--- src/rtl/nrm_pkg.sv ---
package nrm_pkg;

  // Field currently being walked inside a chunk
  typedef enum logic [1:0] {
    FLD_DATA  = 2'd0,
    FLD_SPARE = 2'd1,
    FLD_ECC   = 2'd2
  } fld_e;

  // Geometry codes on geom_sel
  localparam logic [1:0] GEOM_WIDE   = 2'd0;  // large data chunks
  localparam logic [1:0] GEOM_NARROW = 2'd1;  // small data chunks

endpackage

--- src/rtl/nrm_geom_decode.sv ---
module nrm_geom_decode #(
  parameter int PAGE_BYTES  = 4096,
  parameter int CHUNK_WIDE  = 2048,
  parameter int CHUNK_NARR  = 1024,
  parameter int LEN_W       = 12,
  parameter int CH_W        = 2
) (
  input  logic [1:0]       sel,
  output logic             ok,
  output logic [LEN_W-1:0] chunk_len,
  output logic [CH_W-1:0]  last_chunk
);
  import nrm_pkg::*;

  localparam int NCH_WIDE = PAGE_BYTES / CHUNK_WIDE;
  localparam int NCH_NARR = PAGE_BYTES / CHUNK_NARR;

  always_comb begin
    ok         = 1'b0;
    chunk_len  = '0;
    last_chunk = '0;
    unique case (sel)
      GEOM_WIDE: begin
        ok         = 1'b1;
        chunk_len  = LEN_W'(CHUNK_WIDE);
        last_chunk = CH_W'(NCH_WIDE - 1);
      end
      GEOM_NARROW: begin
        ok         = 1'b1;
        chunk_len  = LEN_W'(CHUNK_NARR);
        last_chunk = CH_W'(NCH_NARR - 1);
      end
      default: begin
        ok = 1'b0;
      end
    endcase
  end

endmodule

--- src/rtl/nrm_walker.sv ---
module nrm_walker #(
  parameter int LEN_W       = 12,
  parameter int CH_W        = 2,
  parameter int SPARE_BYTES = 32,
  parameter int ECC_BYTES   = 30
) (
  input  logic               clk,
  input  logic               rst_n,
  input  logic               restart,     // start pulse with good geometry
  input  logic               abort,       // start pulse with bad geometry
  input  logic [LEN_W-1:0]   chunk_len,
  input  logic [CH_W-1:0]    last_chunk,
  input  logic               step,        // one byte consumed
  output logic               run,
  output nrm_pkg::fld_e      fld,
  output logic [CH_W-1:0]    chunk,
  output logic [LEN_W-2:0]   offset,
  output logic               done
);
  import nrm_pkg::*;

  logic [LEN_W-1:0] fld_len;
  logic             fld_last;
  logic             page_last;

  always_comb begin
    unique case (fld)
      FLD_DATA:  fld_len = chunk_len;
      FLD_SPARE: fld_len = LEN_W'(SPARE_BYTES);
      default:   fld_len = LEN_W'(ECC_BYTES);
    endcase
  end

  assign fld_last  = ({1'b0, offset} == (fld_len - LEN_W'(1)));
  assign page_last = (fld == FLD_ECC) && fld_last && (chunk == last_chunk);

  always_ff @(posedge clk) begin
    if (!rst_n) begin
      run    <= 1'b0;
      fld    <= FLD_DATA;
      chunk  <= '0;
      offset <= '0;
      done   <= 1'b0;
    end else begin
      done <= 1'b0;
      if (restart || abort) begin
        run    <= restart;
        fld    <= FLD_DATA;
        chunk  <= '0;
        offset <= '0;
      end else if (run && step) begin
        if (!fld_last) begin
          offset <= offset + 1'b1;
        end else begin
          offset <= '0;
          unique case (fld)
            FLD_DATA:  fld <= FLD_SPARE;
            FLD_SPARE: fld <= FLD_ECC;
            default: begin
              fld <= FLD_DATA;
              if (page_last) begin
                run  <= 1'b0;
                done <= 1'b1;
                chunk <= '0;
              end else begin
                chunk <= chunk + 1'b1;
              end
            end
          endcase
        end
      end
    end
  end

endmodule

--- src/rtl/nrm_addr_gen.sv ---
module nrm_addr_gen #(
  parameter int PAGE_BYTES  = 4096,
  parameter int SPARE_BYTES = 32,
  parameter int ECC_BYTES   = 30,
  parameter int LEN_W       = 12,
  parameter int CH_W        = 2,
  parameter int ADDR_W      = 13
) (
  input  logic              oob,
  input  nrm_pkg::fld_e     fld,
  input  logic [CH_W-1:0]   chunk,
  input  logic [LEN_W-2:0]  offset,
  input  logic [LEN_W-1:0]  chunk_len,
  output logic              keep,
  output logic [ADDR_W-1:0] addr
);
  import nrm_pkg::*;

  localparam logic [ADDR_W-1:0] PAGE_A   = ADDR_W'(PAGE_BYTES);
  localparam logic [ADDR_W-1:0] SPARE_A  = ADDR_W'(SPARE_BYTES);
  localparam logic [ADDR_W-1:0] OOB_STEP = ADDR_W'(SPARE_BYTES + ECC_BYTES);

  logic [ADDR_W-1:0] ch_a, off_a, len_a, stride;
  logic [ADDR_W-1:0] data_a, spare_a, ecc_a;

  assign ch_a   = ADDR_W'(chunk);
  assign off_a  = ADDR_W'(offset);
  assign len_a  = ADDR_W'(chunk_len);
  assign stride = oob ? OOB_STEP : SPARE_A;

  assign data_a  = ch_a * len_a + off_a;
  assign spare_a = PAGE_A + ch_a * stride + off_a;
  assign ecc_a   = PAGE_A + ch_a * OOB_STEP + SPARE_A + off_a;

  always_comb begin
    unique case (fld)
      FLD_DATA:  begin addr = data_a;  keep = 1'b1; end
      FLD_SPARE: begin addr = spare_a; keep = 1'b1; end
      default:   begin addr = ecc_a;   keep = oob;  end
    endcase
  end

endmodule

--- src/rtl/nand_page_remap.sv ---
module nand_page_remap #(
  parameter int PAGE_BYTES  = 4096,
  parameter int CHUNK_WIDE  = 2048,
  parameter int CHUNK_NARR  = 1024,
  parameter int SPARE_BYTES = 32,
  parameter int ECC_BYTES   = 30,
  parameter int BYTE_W      = 8,
  parameter int ADDR_W      = $clog2(PAGE_BYTES + (PAGE_BYTES / CHUNK_NARR) * (SPARE_BYTES + ECC_BYTES))
) (
  input  logic              clk,
  input  logic              rst_n,
  input  logic              start,
  input  logic              oob_mode,
  input  logic [1:0]        geom_sel,
  input  logic              in_valid,
  output logic              in_ready,
  input  logic [BYTE_W-1:0] in_byte,
  output logic              wr_valid,
  input  logic              wr_ready,
  output logic [ADDR_W-1:0] wr_addr,
  output logic [BYTE_W-1:0] wr_byte,
  output logic              done,
  output logic              geom_err
);
  import nrm_pkg::*;

  localparam int LEN_W = $clog2(CHUNK_WIDE) + 1;
  localparam int CH_W  = $clog2(PAGE_BYTES / CHUNK_NARR);

  logic             g_ok;
  logic [LEN_W-1:0] g_len, len_q;
  logic [CH_W-1:0]  g_last, last_q;
  logic             oob_q;
  logic             run, keep, step;
  fld_e             fld;
  logic [CH_W-1:0]  chunk;
  logic [LEN_W-2:0] offset;

  nrm_geom_decode #(
    .PAGE_BYTES(PAGE_BYTES), .CHUNK_WIDE(CHUNK_WIDE), .CHUNK_NARR(CHUNK_NARR),
    .LEN_W(LEN_W), .CH_W(CH_W)
  ) geom_i (
    .sel(geom_sel), .ok(g_ok), .chunk_len(g_len), .last_chunk(g_last)
  );

  // Page parameters captured on the start pulse
  always_ff @(posedge clk) begin
    if (!rst_n) begin
      oob_q    <= 1'b0;
      len_q    <= LEN_W'(CHUNK_WIDE);
      last_q   <= '0;
      geom_err <= 1'b0;
    end else if (start) begin
      oob_q    <= oob_mode;
      len_q    <= g_ok ? g_len : len_q;
      last_q   <= g_ok ? g_last : last_q;
      geom_err <= !g_ok;
    end
  end

  nrm_walker #(
    .LEN_W(LEN_W), .CH_W(CH_W), .SPARE_BYTES(SPARE_BYTES), .ECC_BYTES(ECC_BYTES)
  ) walk_i (
    .clk(clk), .rst_n(rst_n),
    .restart(start && g_ok), .abort(start && !g_ok),
    .chunk_len(len_q), .last_chunk(last_q), .step(step),
    .run(run), .fld(fld), .chunk(chunk), .offset(offset), .done(done)
  );

  nrm_addr_gen #(
    .PAGE_BYTES(PAGE_BYTES), .SPARE_BYTES(SPARE_BYTES), .ECC_BYTES(ECC_BYTES),
    .LEN_W(LEN_W), .CH_W(CH_W), .ADDR_W(ADDR_W)
  ) addr_i (
    .oob(oob_q), .fld(fld), .chunk(chunk), .offset(offset), .chunk_len(len_q),
    .keep(keep), .addr(wr_addr)
  );

  // Handshake: writes stall on wr_ready, dropped bytes are swallowed
  assign in_ready = !start && (!run || !keep || wr_ready);
  assign wr_valid = !start && run && keep && in_valid;
  assign wr_byte  = in_byte;
  assign step     = in_valid && in_ready;

endmodule

--- config.mk ---
export PLATFORM = sky130hd
export DESIGN_NAME = nand_page_remap
export DESIGN_NICKNAME = d
export VERILOG_FILES = /design/src/rtl/nrm_pkg.sv /design/src/rtl/nrm_geom_decode.sv /design/src/rtl/nrm_walker.sv /design/src/rtl/nrm_addr_gen.sv /design/src/rtl/nand_page_remap.sv
export SDC_FILE = /design/constraint.sdc
export NUM_CORES = 1
export LEC_CHECK = 0
export ABC_CLOCK_PERIOD_IN_PS = 4400
export BUFFER_PORTS_ARGS = -buffer_cell sky130_fd_sc_hd__buf_2
export CORE_MARGIN = 4
export CORE_UTILIZATION = 38
export CTS_BUF_LIST = sky130_fd_sc_hd__clkbuf_16
export DETAILED_ROUTE_END_ITERATION = 6
export PLACE_DENSITY = 0.58
export SETUP_SLACK_MARGIN = 0.2
export SLEW_MARGIN = 10
export SYNTH_ARGS = -nofsm -noshare
export SYNTH_HDL_FRONTEND = slang
export SYNTH_SLANG_ARGS = --single-unit
--- constraint.sdc ---
create_clock -name clk -period 4.4 [get_ports clk]
set_clock_uncertainty 0.15 [all_clocks]
set_input_delay 0.66 -clock clk [delete_from_list [all_inputs] [get_ports clk]]
set_output_delay 0.66 -clock clk [all_outputs]
set_load 0.02 [all_outputs]
==> metrics.txt <==
Yosys reg bits=22; drt first pass iters=4; Fin Setup TNS=0 ns; Overall Power=between 400 and 500 µW; startpoint types=register; worst-path cell chain=buf_4 -> xor2_1 -> and2_1 -> ha_1 -> ha_1 -> inv_1 -> fa_1 -> nor2b_1 -> o31ai_2 -> a211oi_2 -> xor2_1 -> a221o_1 -> buf_2; P per Cell Area=157 mW/mm²; CP Capture Type=output pin; routed vias/inst=between 5 and 6; clk buf depth=2; Req. time, crit path=between 3 and 4 ns; H-tree depth=1; Fin. Hold Viols=0; Cells after Synth=296; Netlist Area Pre-Place=0.00248 mm²; clk_lat worst skew=0.25 ns; die area=0.00787 mm²; Ant. Diodes=0; Max Transition Viols Final=0; initial DRC count=114; WL/cell=14.7 µm; Max IR drop VDD=between 0.0001 and 0.00015 V; average cell area after synthesis=8.37 µm²; top post-synthesis cells by count=ha_1, nand2_1, dfxtp_1; post-synth top area cell=dfxtp_1; initial antenna violation count=0; slowest CP cell=fa_1; Area contributors post-synth=dfxtp_1, ha_1, xnor2_1; Worst-Margin Slew=0.819 ns; CTS Root Cell=clkbuf_16; RSZ-0062 raised after global routing=false; first-pass GRT wire length=around 9.6 mm; crit path DAT=3.16 ns; PortBufs=24; Synth Warn #=0; CP max FO=10; top_reg_cell synth=dfxtp_1; Final setup viols=0; Tmin final=3.97 ns; max-cap violations=0; Final ANT Viol Nets=0; number of setup buffers added after CTS=0; Final Cycle Share=0.902; vias in the first global route=a little over 2000; CTS tree=done; Placed Cells incl. Taps=379; Synth top area share=0.178; Layout Nets=361; WL final=5.63 mm; Post-Syn Nets=350; placed wire-length estimate=approximately 4.5 mm; status=complete, no violations; GRT Resource Usage Total=0.151; FP Rows=29; DRC violations left=0; GPL Wtd Cong=0.798; chip width=about 90 µm; Post-synth EDFFs=0; Initial Utilization=0.390; Buffers & Inverters on Critical Path=3; max incr delay on CP=0.41 ns; Hold WS=0.365 ns; Reg clk slew, reported paths=0.06 ns; Final Non-Filler Cells=383; Peak Freq=roughly 250 MHz; CP top delay family=adder cells; fillers=a little under 700; Leak=1.21 nW; Setup Crit Path Kind=register to output pin; Seq/Total Area, Yosys=0.178; post-synth cell types=between 60 and 70; largest net degree at the start of global routing=34; HP Class=register to register; grt total ovfl=0; share of layout cells above drive strength 1=0.170; ys async rst share=0; Layout area overhead=8.03%; # IOs=41; Num CTS Buffers=3; clock sinks=22; Die H=between 80 and 90 µm; CORE AREA=0.00635 mm²; Slew headroom=0.453; Vias=2079; count leader, synth=ha_1
==> worst paths after layout <==
path	depth (start not counted)	slack, ns	end	startpoint
max	13	0.43	wr_addr[10]	walk_i.chunk[0]$_SDFFE_PP0P_
max reg2reg	7	1.15	walk_i.offset[10]$_SDFFE_PP0P_	walk_i.fld[0]$_SDFFE_PP0N_
min	1	0.37	last_q[0]$_SDFFE_PN0P_	last_q[0]$_SDFFE_PN0P_
min reg2reg	1	0.37	last_q[0]$_SDFFE_PN0P_	last_q[0]$_SDFFE_PN0P_
==> where the power goes <==
part	internal (mW)	switching (mW)	total [mW]
registers	0.202	0.00355	0.205
clock network	0.121	0.0699	0.191
logic	0.00941	0.0129	0.0223
==> sequential cells by signal, summed over array words and instances (netlist names) <==
register,count
walk_i.offset,11
len_q,2
walk_i.chunk,2
walk_i.fld,2
geom_err,1
last_q,1
oob_q,1
walk_i.done,1
walk_i.run,1
==> per-layer routing <==
metal | vias up | share of wire | GRT usage
li1 | 1076 | - | -
met1 | 968 | 0.50 | 0.215
met2 | 26 | 0.46 | 0.246
met3 | 9 | 0.028 | 0.0223
met4 | 0 | 0.011 | 0.0261
met5 | - | 0 | 0
==> cell families after synthesis <==
group	count (synthesis)	share of synthesized area
mux	9	0.0364
simple gates	104	0.241
xor+xnor	22	0.0778
flops	22	0.178
buf+inv	35	0.0768
compound gates	66	0.189
fa+ha+maj	38	0.201
==> stage by stage <==
| step | area, µm² | setup WS (ns) | util |
|---|---|---|---|
| after floorplan | 2480 | 0.597 | - |
| after global placement | 2580 | 0.496 | 0.406 |
| after detailed placement | 2580 | 0.459 | 0.406 |
| after CTS | 2660 | 0.294 | 0.419 |
| after global routing | 2680 | 0.217 | 0.421 |
| final | 2680 | 0.433 | 0.421 |
==> cell usage in the layout (no fill, tap or decap), types with 5 or more instances in the layout <==
cell      count
ha_1         35
buf_2        24
nand2_1      23
dfxtp_1      21
inv_1        13
nor2_1       12
xnor2_1      12
nor2_2       10
xor2_1       10
nor2b_1      10
nand2b_1      9
mux2i_1       9
a21oi_1       8
o21ai_0       8
o21ai_1       8
a211oi_1      7
nor3_1        6
nor4_1        6
nand3_1       5
o21a_1        5
==> timing repair <==
action                     in CTS  in global routing
hold buffers                    0                  0
setup endpoints to repair       1                  1
gates resized for setup         1                  4
==> area by class of cell <==
cell class	count	area, µm²	area share
multi-input combinational	239	1860	0.696
sequential	22	444	0.166
timing repair buffer	27	143	0.0533
tap	77	96.3	0.0360
clock buffer	3	75.1	0.0281
inverter	14	52.6	0.0196
clock inverter	1	3.75	0.00140
(Power assumes the default switching activity.)
